## config.mk

```make
export PLATFORM = sky130hd
export DESIGN_NAME = rx_hdr_strip
export DESIGN_NICKNAME = d
export VERILOG_FILES = /design/src/rtl/rx_hdr_strip_pkg.sv /design/src/rtl/rx_hdr_strip_ctrl.sv /design/src/rtl/rx_hdr_strip_dp.sv /design/src/rtl/rx_hdr_strip.sv
export SDC_FILE = /design/constraint.sdc
export NUM_CORES = 1
export LEC_CHECK = 0
export ABC_AREA = 1
export CORE_UTILIZATION = 50
export CTS_CLUSTER_SIZE = 12
export DETAILED_ROUTE_END_ITERATION = 7
export PLACE_DENSITY_LB_ADDON = 0.1
export SYNTH_ARGS = -nofsm -noshare
export SYNTH_HDL_FRONTEND = slang
export SYNTH_HIERARCHICAL = 1
export SYNTH_SLANG_ARGS = --single-unit
```

## constraint.sdc

```tcl
create_clock -name clk -period 4.4 [get_ports clk]
set_clock_uncertainty 0.2 [all_clocks]
set_input_delay 1.32 -clock clk [delete_from_list [all_inputs] [get_ports clk]]
set_output_delay 1.32 -clock clk [all_outputs]
set_load 0.05 [all_outputs]
```

## src/rtl/rx_hdr_strip_pkg.sv

```systemverilog
package rx_hdr_strip_pkg;

  typedef enum logic [1:0] {
    ST_IDLE = 2'd0,   // waiting for the first byte of a packet
    ST_BODY = 2'd1,   // packet admitted, bytes flowing
    ST_DROP = 2'd2    // discarding up to the end marker
  } stripState_e;

  // strobes from control to datapath, valid for one accepted beat
  typedef struct packed {
    logic load;        // write the output register
    logic marker;      // output beat carries no byte
    logic isEnd;       // output beat closes the packet
    logic isErr;       // closing beat is an error end
    logic lenClr;      // clear delivered-byte counter
    logic lenInc;      // count one delivered byte
    logic pulseTrunc;  // raise truncation status
    logic pulseEep;    // raise error-end status
  } dpCtrl_t;

endpackage

```

## src/rtl/rx_hdr_strip_ctrl.sv

```systemverilog
module rx_hdr_strip_ctrl
  import rx_hdr_strip_pkg::*;
(
  input  logic        clk,
  input  logic        rstN,
  input  logic        inValid,
  input  logic        inEnd,
  input  logic        inErr,
  input  logic        cfgStripAddr,
  input  logic        cfgStripPid,
  input  logic        cfgNoSpill,
  input  logic        descAvail,
  input  logic        addrMatch,
  input  logic        lenAtMax,
  input  logic        outSpace,
  output logic        inReady,
  output dpCtrl_t     dpCtrl,
  output stripState_e curState
);

  localparam int IDX_W = 2;
  localparam logic [IDX_W-1:0] IDX_SAT = 2'd2;

  stripState_e state, nextState;
  logic [IDX_W-1:0] byteIdx, nextIdx;
  logic stallHold;
  logic stripThis;
  logic accept;

  assign curState = state;

  // header bytes to remove at the current position
  always_comb begin
    stripThis = 1'b0;
    if (byteIdx == 2'd0) stripThis = cfgStripAddr | cfgStripPid;
    else if (byteIdx == 2'd1) stripThis = cfgStripPid;
  end

  assign stallHold = (state == ST_IDLE) && !descAvail && cfgNoSpill;

  always_comb begin
    dpCtrl    = '0;
    nextState = state;
    nextIdx   = byteIdx;
    inReady   = 1'b0;
    accept    = 1'b0;
    case (state)
      ST_DROP: begin
        inReady = 1'b1;
        accept  = inValid;
        if (accept && inEnd) begin
          nextState     = ST_IDLE;
          dpCtrl.lenClr = 1'b1;
        end
      end
      default: begin
        inReady = outSpace && !stallHold;
        accept  = inValid && inReady;
        if (accept) begin
          if (state == ST_IDLE && (!descAvail || !addrMatch)) begin
            // packet refused at its first byte
            if (!inEnd) nextState = ST_DROP;
          end else if (stripThis) begin
            if (inEnd) begin
              dpCtrl.load     = 1'b1;
              dpCtrl.marker   = 1'b1;
              dpCtrl.isEnd    = 1'b1;
              dpCtrl.isErr    = inErr;
              dpCtrl.pulseEep = inErr;
              nextState       = ST_IDLE;
            end else begin
              nextState = ST_BODY;
              nextIdx   = (byteIdx == IDX_SAT) ? IDX_SAT : byteIdx + 1'b1;
            end
          end else if (lenAtMax) begin
            // byte would exceed the limit: close with a plain end marker
            dpCtrl.load       = 1'b1;
            dpCtrl.marker     = 1'b1;
            dpCtrl.isEnd      = 1'b1;
            dpCtrl.pulseTrunc = 1'b1;
            nextState         = inEnd ? ST_IDLE : ST_DROP;
          end else begin
            dpCtrl.load     = 1'b1;
            dpCtrl.isEnd    = inEnd;
            dpCtrl.isErr    = inEnd && inErr;
            dpCtrl.pulseEep = inEnd && inErr;
            dpCtrl.lenInc   = 1'b1;
            nextState       = inEnd ? ST_IDLE : ST_BODY;
            nextIdx         = (byteIdx == IDX_SAT) ? IDX_SAT : byteIdx + 1'b1;
          end
          if (inEnd) dpCtrl.lenClr = 1'b1;
        end
      end
    endcase
    if (nextState != ST_BODY) nextIdx = '0;
  end

  always_ff @(posedge clk) begin
    if (!rstN) begin
      state   <= ST_IDLE;
      byteIdx <= '0;
    end else begin
      state   <= nextState;
      byteIdx <= nextIdx;
    end
  end

endmodule

```

## src/rtl/rx_hdr_strip_dp.sv

```systemverilog
module rx_hdr_strip_dp
  import rx_hdr_strip_pkg::*;
#(
  parameter int DATA_W = 8,
  parameter int LEN_W  = 12
) (
  input  logic              clk,
  input  logic              rstN,
  input  logic [DATA_W-1:0] inData,
  input  logic              cfgUseOwnAddr,
  input  logic [DATA_W-1:0] cfgOwnAddr,
  input  logic [DATA_W-1:0] cfgNodeAddr,
  input  logic [LEN_W-1:0]  cfgMaxLen,
  input  dpCtrl_t           dpCtrl,
  input  logic              outReady,
  output logic              addrMatch,
  output logic              lenAtMax,
  output logic              outSpace,
  output logic              outValid,
  output logic [DATA_W-1:0] outData,
  output logic              outEnd,
  output logic              outErr,
  output logic              outNoData,
  output logic              truncPulse,
  output logic              eepPulse
);

  logic [DATA_W-1:0] selAddr;
  logic [LEN_W-1:0]  lenCnt;

  assign selAddr   = cfgUseOwnAddr ? cfgOwnAddr : cfgNodeAddr;
  assign addrMatch = (inData == selAddr);
  assign lenAtMax  = (lenCnt == cfgMaxLen);
  assign outSpace  = !outValid || outReady;

  // delivered-byte counter of the current packet
  always_ff @(posedge clk) begin
    if (!rstN)              lenCnt <= '0;
    else if (dpCtrl.lenClr) lenCnt <= '0;
    else if (dpCtrl.lenInc) lenCnt <= lenCnt + 1'b1;
  end

  // single output register
  always_ff @(posedge clk) begin
    if (!rstN) begin
      outValid  <= 1'b0;
      outData   <= '0;
      outEnd    <= 1'b0;
      outErr    <= 1'b0;
      outNoData <= 1'b0;
    end else if (dpCtrl.load) begin
      outValid  <= 1'b1;
      outData   <= dpCtrl.marker ? '0 : inData;
      outEnd    <= dpCtrl.isEnd;
      outErr    <= dpCtrl.isErr;
      outNoData <= dpCtrl.marker;
    end else if (outReady) begin
      outValid  <= 1'b0;
    end
  end

  // status pulses aligned with the end beat entering the output register
  always_ff @(posedge clk) begin
    if (!rstN) begin
      truncPulse <= 1'b0;
      eepPulse   <= 1'b0;
    end else begin
      truncPulse <= dpCtrl.pulseTrunc;
      eepPulse   <= dpCtrl.pulseEep;
    end
  end

endmodule

```

## src/rtl/rx_hdr_strip.sv

```systemverilog
module rx_hdr_strip
  import rx_hdr_strip_pkg::*;
#(
  parameter int DATA_W = 8,
  parameter int LEN_W  = 12
) (
  input  logic              clk,
  input  logic              rstN,
  input  logic              inValid,
  output logic              inReady,
  input  logic [DATA_W-1:0] inData,
  input  logic              inEnd,
  input  logic              inErr,
  input  logic              cfgStripAddr,
  input  logic              cfgStripPid,
  input  logic              cfgUseOwnAddr,
  input  logic [DATA_W-1:0] cfgOwnAddr,
  input  logic [DATA_W-1:0] cfgNodeAddr,
  input  logic              cfgNoSpill,
  input  logic [LEN_W-1:0]  cfgMaxLen,
  input  logic              descAvail,
  output logic              outValid,
  input  logic              outReady,
  output logic [DATA_W-1:0] outData,
  output logic              outEnd,
  output logic              outErr,
  output logic              outNoData,
  output logic              truncPulse,
  output logic              eepPulse
);

  dpCtrl_t     dpCtrl;
  stripState_e curState;
  logic        addrMatch;
  logic        lenAtMax;
  logic        outSpace;

  rx_hdr_strip_ctrl ctrl_i (
    .clk          (clk),
    .rstN         (rstN),
    .inValid      (inValid),
    .inEnd        (inEnd),
    .inErr        (inErr),
    .cfgStripAddr (cfgStripAddr),
    .cfgStripPid  (cfgStripPid),
    .cfgNoSpill   (cfgNoSpill),
    .descAvail    (descAvail),
    .addrMatch    (addrMatch),
    .lenAtMax     (lenAtMax),
    .outSpace     (outSpace),
    .inReady      (inReady),
    .dpCtrl       (dpCtrl),
    .curState     (curState)
  );

  rx_hdr_strip_dp #(.DATA_W(DATA_W), .LEN_W(LEN_W)) dp_i (
    .clk           (clk),
    .rstN          (rstN),
    .inData        (inData),
    .cfgUseOwnAddr (cfgUseOwnAddr),
    .cfgOwnAddr    (cfgOwnAddr),
    .cfgNodeAddr   (cfgNodeAddr),
    .cfgMaxLen     (cfgMaxLen),
    .dpCtrl        (dpCtrl),
    .outReady      (outReady),
    .addrMatch     (addrMatch),
    .lenAtMax      (lenAtMax),
    .outSpace      (outSpace),
    .outValid      (outValid),
    .outData       (outData),
    .outEnd        (outEnd),
    .outErr        (outErr),
    .outNoData     (outNoData),
    .truncPulse    (truncPulse),
    .eepPulse      (eepPulse)
  );

endmodule

```

==> flow_summary.ini <==
[outcome]
status = finished clean

[clock_network]
cts_root_buffer = clkbuf_8
htreeDepth = 2
cts_setup_buffers = 0
clkSinkCount = 30
clk_pin_slew_ns = 0.06
cts_resized = 0
cts_hold_buffers = 0
cts.path.max_buffers = 2
cts_tree = yes
clk_latency_ns = 0.27
cts_made_buffers = 5

[logic_synthesis]
synth-seq-cells = 30
synthCells = 313
syn_area_per_cell_um2 = 6.26
yosys.area.top_type_share = 0.307
synthDistinctLibCells = 31
syn-cell-area_mm2 = 0.00196
synth_fp_nets = 363
synth.area.top_cells = dfxtp_1 (31%), nand2_1 (21%), inv_1 (7.5%)
yosys.area.top_type = dfxtp_1
ys_seq_area_frac = 0.307
yosysWarnings = 6

[critical_path]
arrival_ns = 3.92
endpoint_kind = register
path_class = in -> reg
cp-start-kind = primary input
reg2regPathDepth = 11
reg2reg_to = dp_i/outData[5]
path_max_fanout = 10
cp.required_ns = 4.40
crit_path_end = dp_i/outData[5]
ff2ff_setup_slack_ns = 2.27
crit-reg2reg-launch = ctrl_i/curState[0]
crit_start = cfgUseOwnAddr

[run]
cap_violations = 0

[detailed_routing]
drc_errors = 0
finalWirelength_mm = 4.20
dr_total_vias = 2030
wl_per_cell_um = 9.85
dr.first_iter.drc_count = 112
drt_first_pass_iters = 4
vias_per_cell = 4.75
ant_nets = 0

[place]
hpwlAfterDp_mm = 3.41
gp_congestion = 0.918
io_buffers = 61

[sta]
max_slew_margin = 0.649
fin_crit_sh = 0.890
tns_ns = 0
clock.fmax_mhz = 255
hold_viol = 0
drv_slew = 0
rsz0062_at_grt = false
fin_crit_ns = 3.91
setup_viol = 0
tightest_slew_ns = 0.524

[global_route]
first_global_vias = 1822
grt_pass1_wl_mm = 7.30
grt.overflow.total = 0
grt_max_degree = 12
grt_antenna_before_repair = 0
grt_usage = 0.223

[final_layout]
final_common_cell = nand2_1
areaGrowthSynthToFinish_pct = 38.1
mostFrequentLayoutCells = nand2_1 (111), clkdlybuf4s50_1 (60), inv_1 (39), nor2_1 (34), dfxtp_1 (30)
drive_above_1_share = 0.0976
diodes = 0
post-route-util = 0.728
fin_nets = 429

[floorplanning]
die_w_um = 64.6
die_area_mm2 = 0.00417
start_util = 0.527
die_h_um = 64.6
io_pins = 62
fp.coreArea_mm2 = 0.00372
fp-row-count = 22

[power_and_ir_drop]
p_leak_nw = 1.18
power.density_mw_per_mm2 = 243
peakVddDrop_uv = 222

[worst_hold_path]
hold_path.class = reg -> reg
-- cell usage after synthesis --
cell / count
clkinv_2: 1
nand3_4: 1
o21ai_1: 1
a21oi_2: 1
nand3_1: 16
xnor2_1: 13
inv_1: 39
buf_4: 4
nand3_2: 3
nand2_2: 6
o21ai_0: 4
nand3b_1: 3
nor2_2: 2
o21ai_2: 1
nor3b_2: 1
nor3_1: 3
ha_1: 3
dfxtp_1: 30
nand2_1: 111
inv_2: 8
clkbuf_1: 1
a31o_2: 1
nand4_1: 3
a21oi_1: 16
nor2_1: 34
a31oi_1: 1
and3_1: 1
or2_1: 1
o211ai_1: 1
nor2_4: 2
nor2_8: 1
-- layout make-up --
type	count	area, um2
multi-input cells	230	1140
well taps	48	60.1
clock buffers	7	76.3
flip-flops and latches	30	601
repair buffers	64	643
fillers	315	1010
inverters	48	181
-- registers in the layout, summed over array words and instances, names as in the netlist, 2 cells and up --
signal and flops:
ctrl_i/curState 2, dp_i/lenCnt 12, dp_i/outData 8, ctrl_i/byteIdx 2
-- metal layers --
layer | share of wire | global-route usage | vias up
met4 | 0.014 | 0.0667 | 0
met3 | 0.045 | 0.0563 | 6
li1 | - | - | 1093
met1 | 0.46 | 0.254 | 890
met5 | 0 | 0 | -
met2 | 0.49 | 0.404 | 41
-- how the worst min path moves through the flow --
stage | startpoint | endpoint | cells past startpoint
detailed placement | dp_i/outData[6] | dp_i/outData[6] | 2
CTS | dp_i/outData[6] | dp_i/outData[6] | 2
global route | dp_i/outData[7] | dp_i/outData[7] | 2
global placement | dp_i/outData[6] | dp_i/outData[6] | 2
finish | dp_i/outData[6] | dp_i/outData[6] | 2
floorplan | dp_i/lenCnt[1] | dp_i/lenCnt[1] | 2
-- critical path, cell delays in order --
cell and delay, ns:
clkdlybuf4s50_1 0.49, buf_4 0.17, nand2_1 0.08, nand3b_1 0.09, nand2_1 0.07, nor2_1 0.08, nand2_1 0.06, nor2_1 0.12
nand2_1 0.09, nand2_2 0.09, nand2_1 0.08, nor2_4 0.13, inv_1 0.11, a31oi_1 0.31, inv_2 0.06, or2_1 0.22
inv_2 0.15, nand2_1 0.07, a21oi_1 0.13
-- per-stage QoR --
| step | power [W] | hold slack (ns) | cells | area [um2] | setup slack [ns] |
|---|---|---|---|---|---|
| 3_3_place_gp | 0.000461 | 0.252 | 420 | 2630 | 0.320 |
| 4_1_cts | 0.000663 | 0.266 | 427 | 2700 | 0.515 |
| 5_1_grt | 0.000694 | 0.280 | 427 | 2700 | 0.223 |
| 3_5_place_dp | 0.000463 | 0.257 | 420 | 2630 | 0.231 |
| 6_report | 0.000658 | 0.264 | 427 | 2700 | 0.486 |
| 2_1_floorplan | 0.000388 | 0.289 | 313 | 1960 | 0.994 |
-- kinds of logic (layout without fill, tap and decap cells) --
group,count (synthesis),count (layout),share of synthesized area
simple gates,188,188,0.432
buf+inv,53,119,0.110
flops,30,30,0.307
compound gates,26,26,0.0741
xor+xnor,13,13,0.0581
fa+ha+maj,3,3,0.0192
-- power by group --
group / leakage [nW] / switching (W) / total [W] / internal (W)
combinational: 0.900 / 0.0000904 / 0.000172 / 0.0000813
clock: 0.0383 / 0.0000926 / 0.000201 / 0.000109
sequential: 0.242 / 0.00000576 / 0.000285 / 0.000279
No activity file was read; power rests on OpenSTA's default activity.
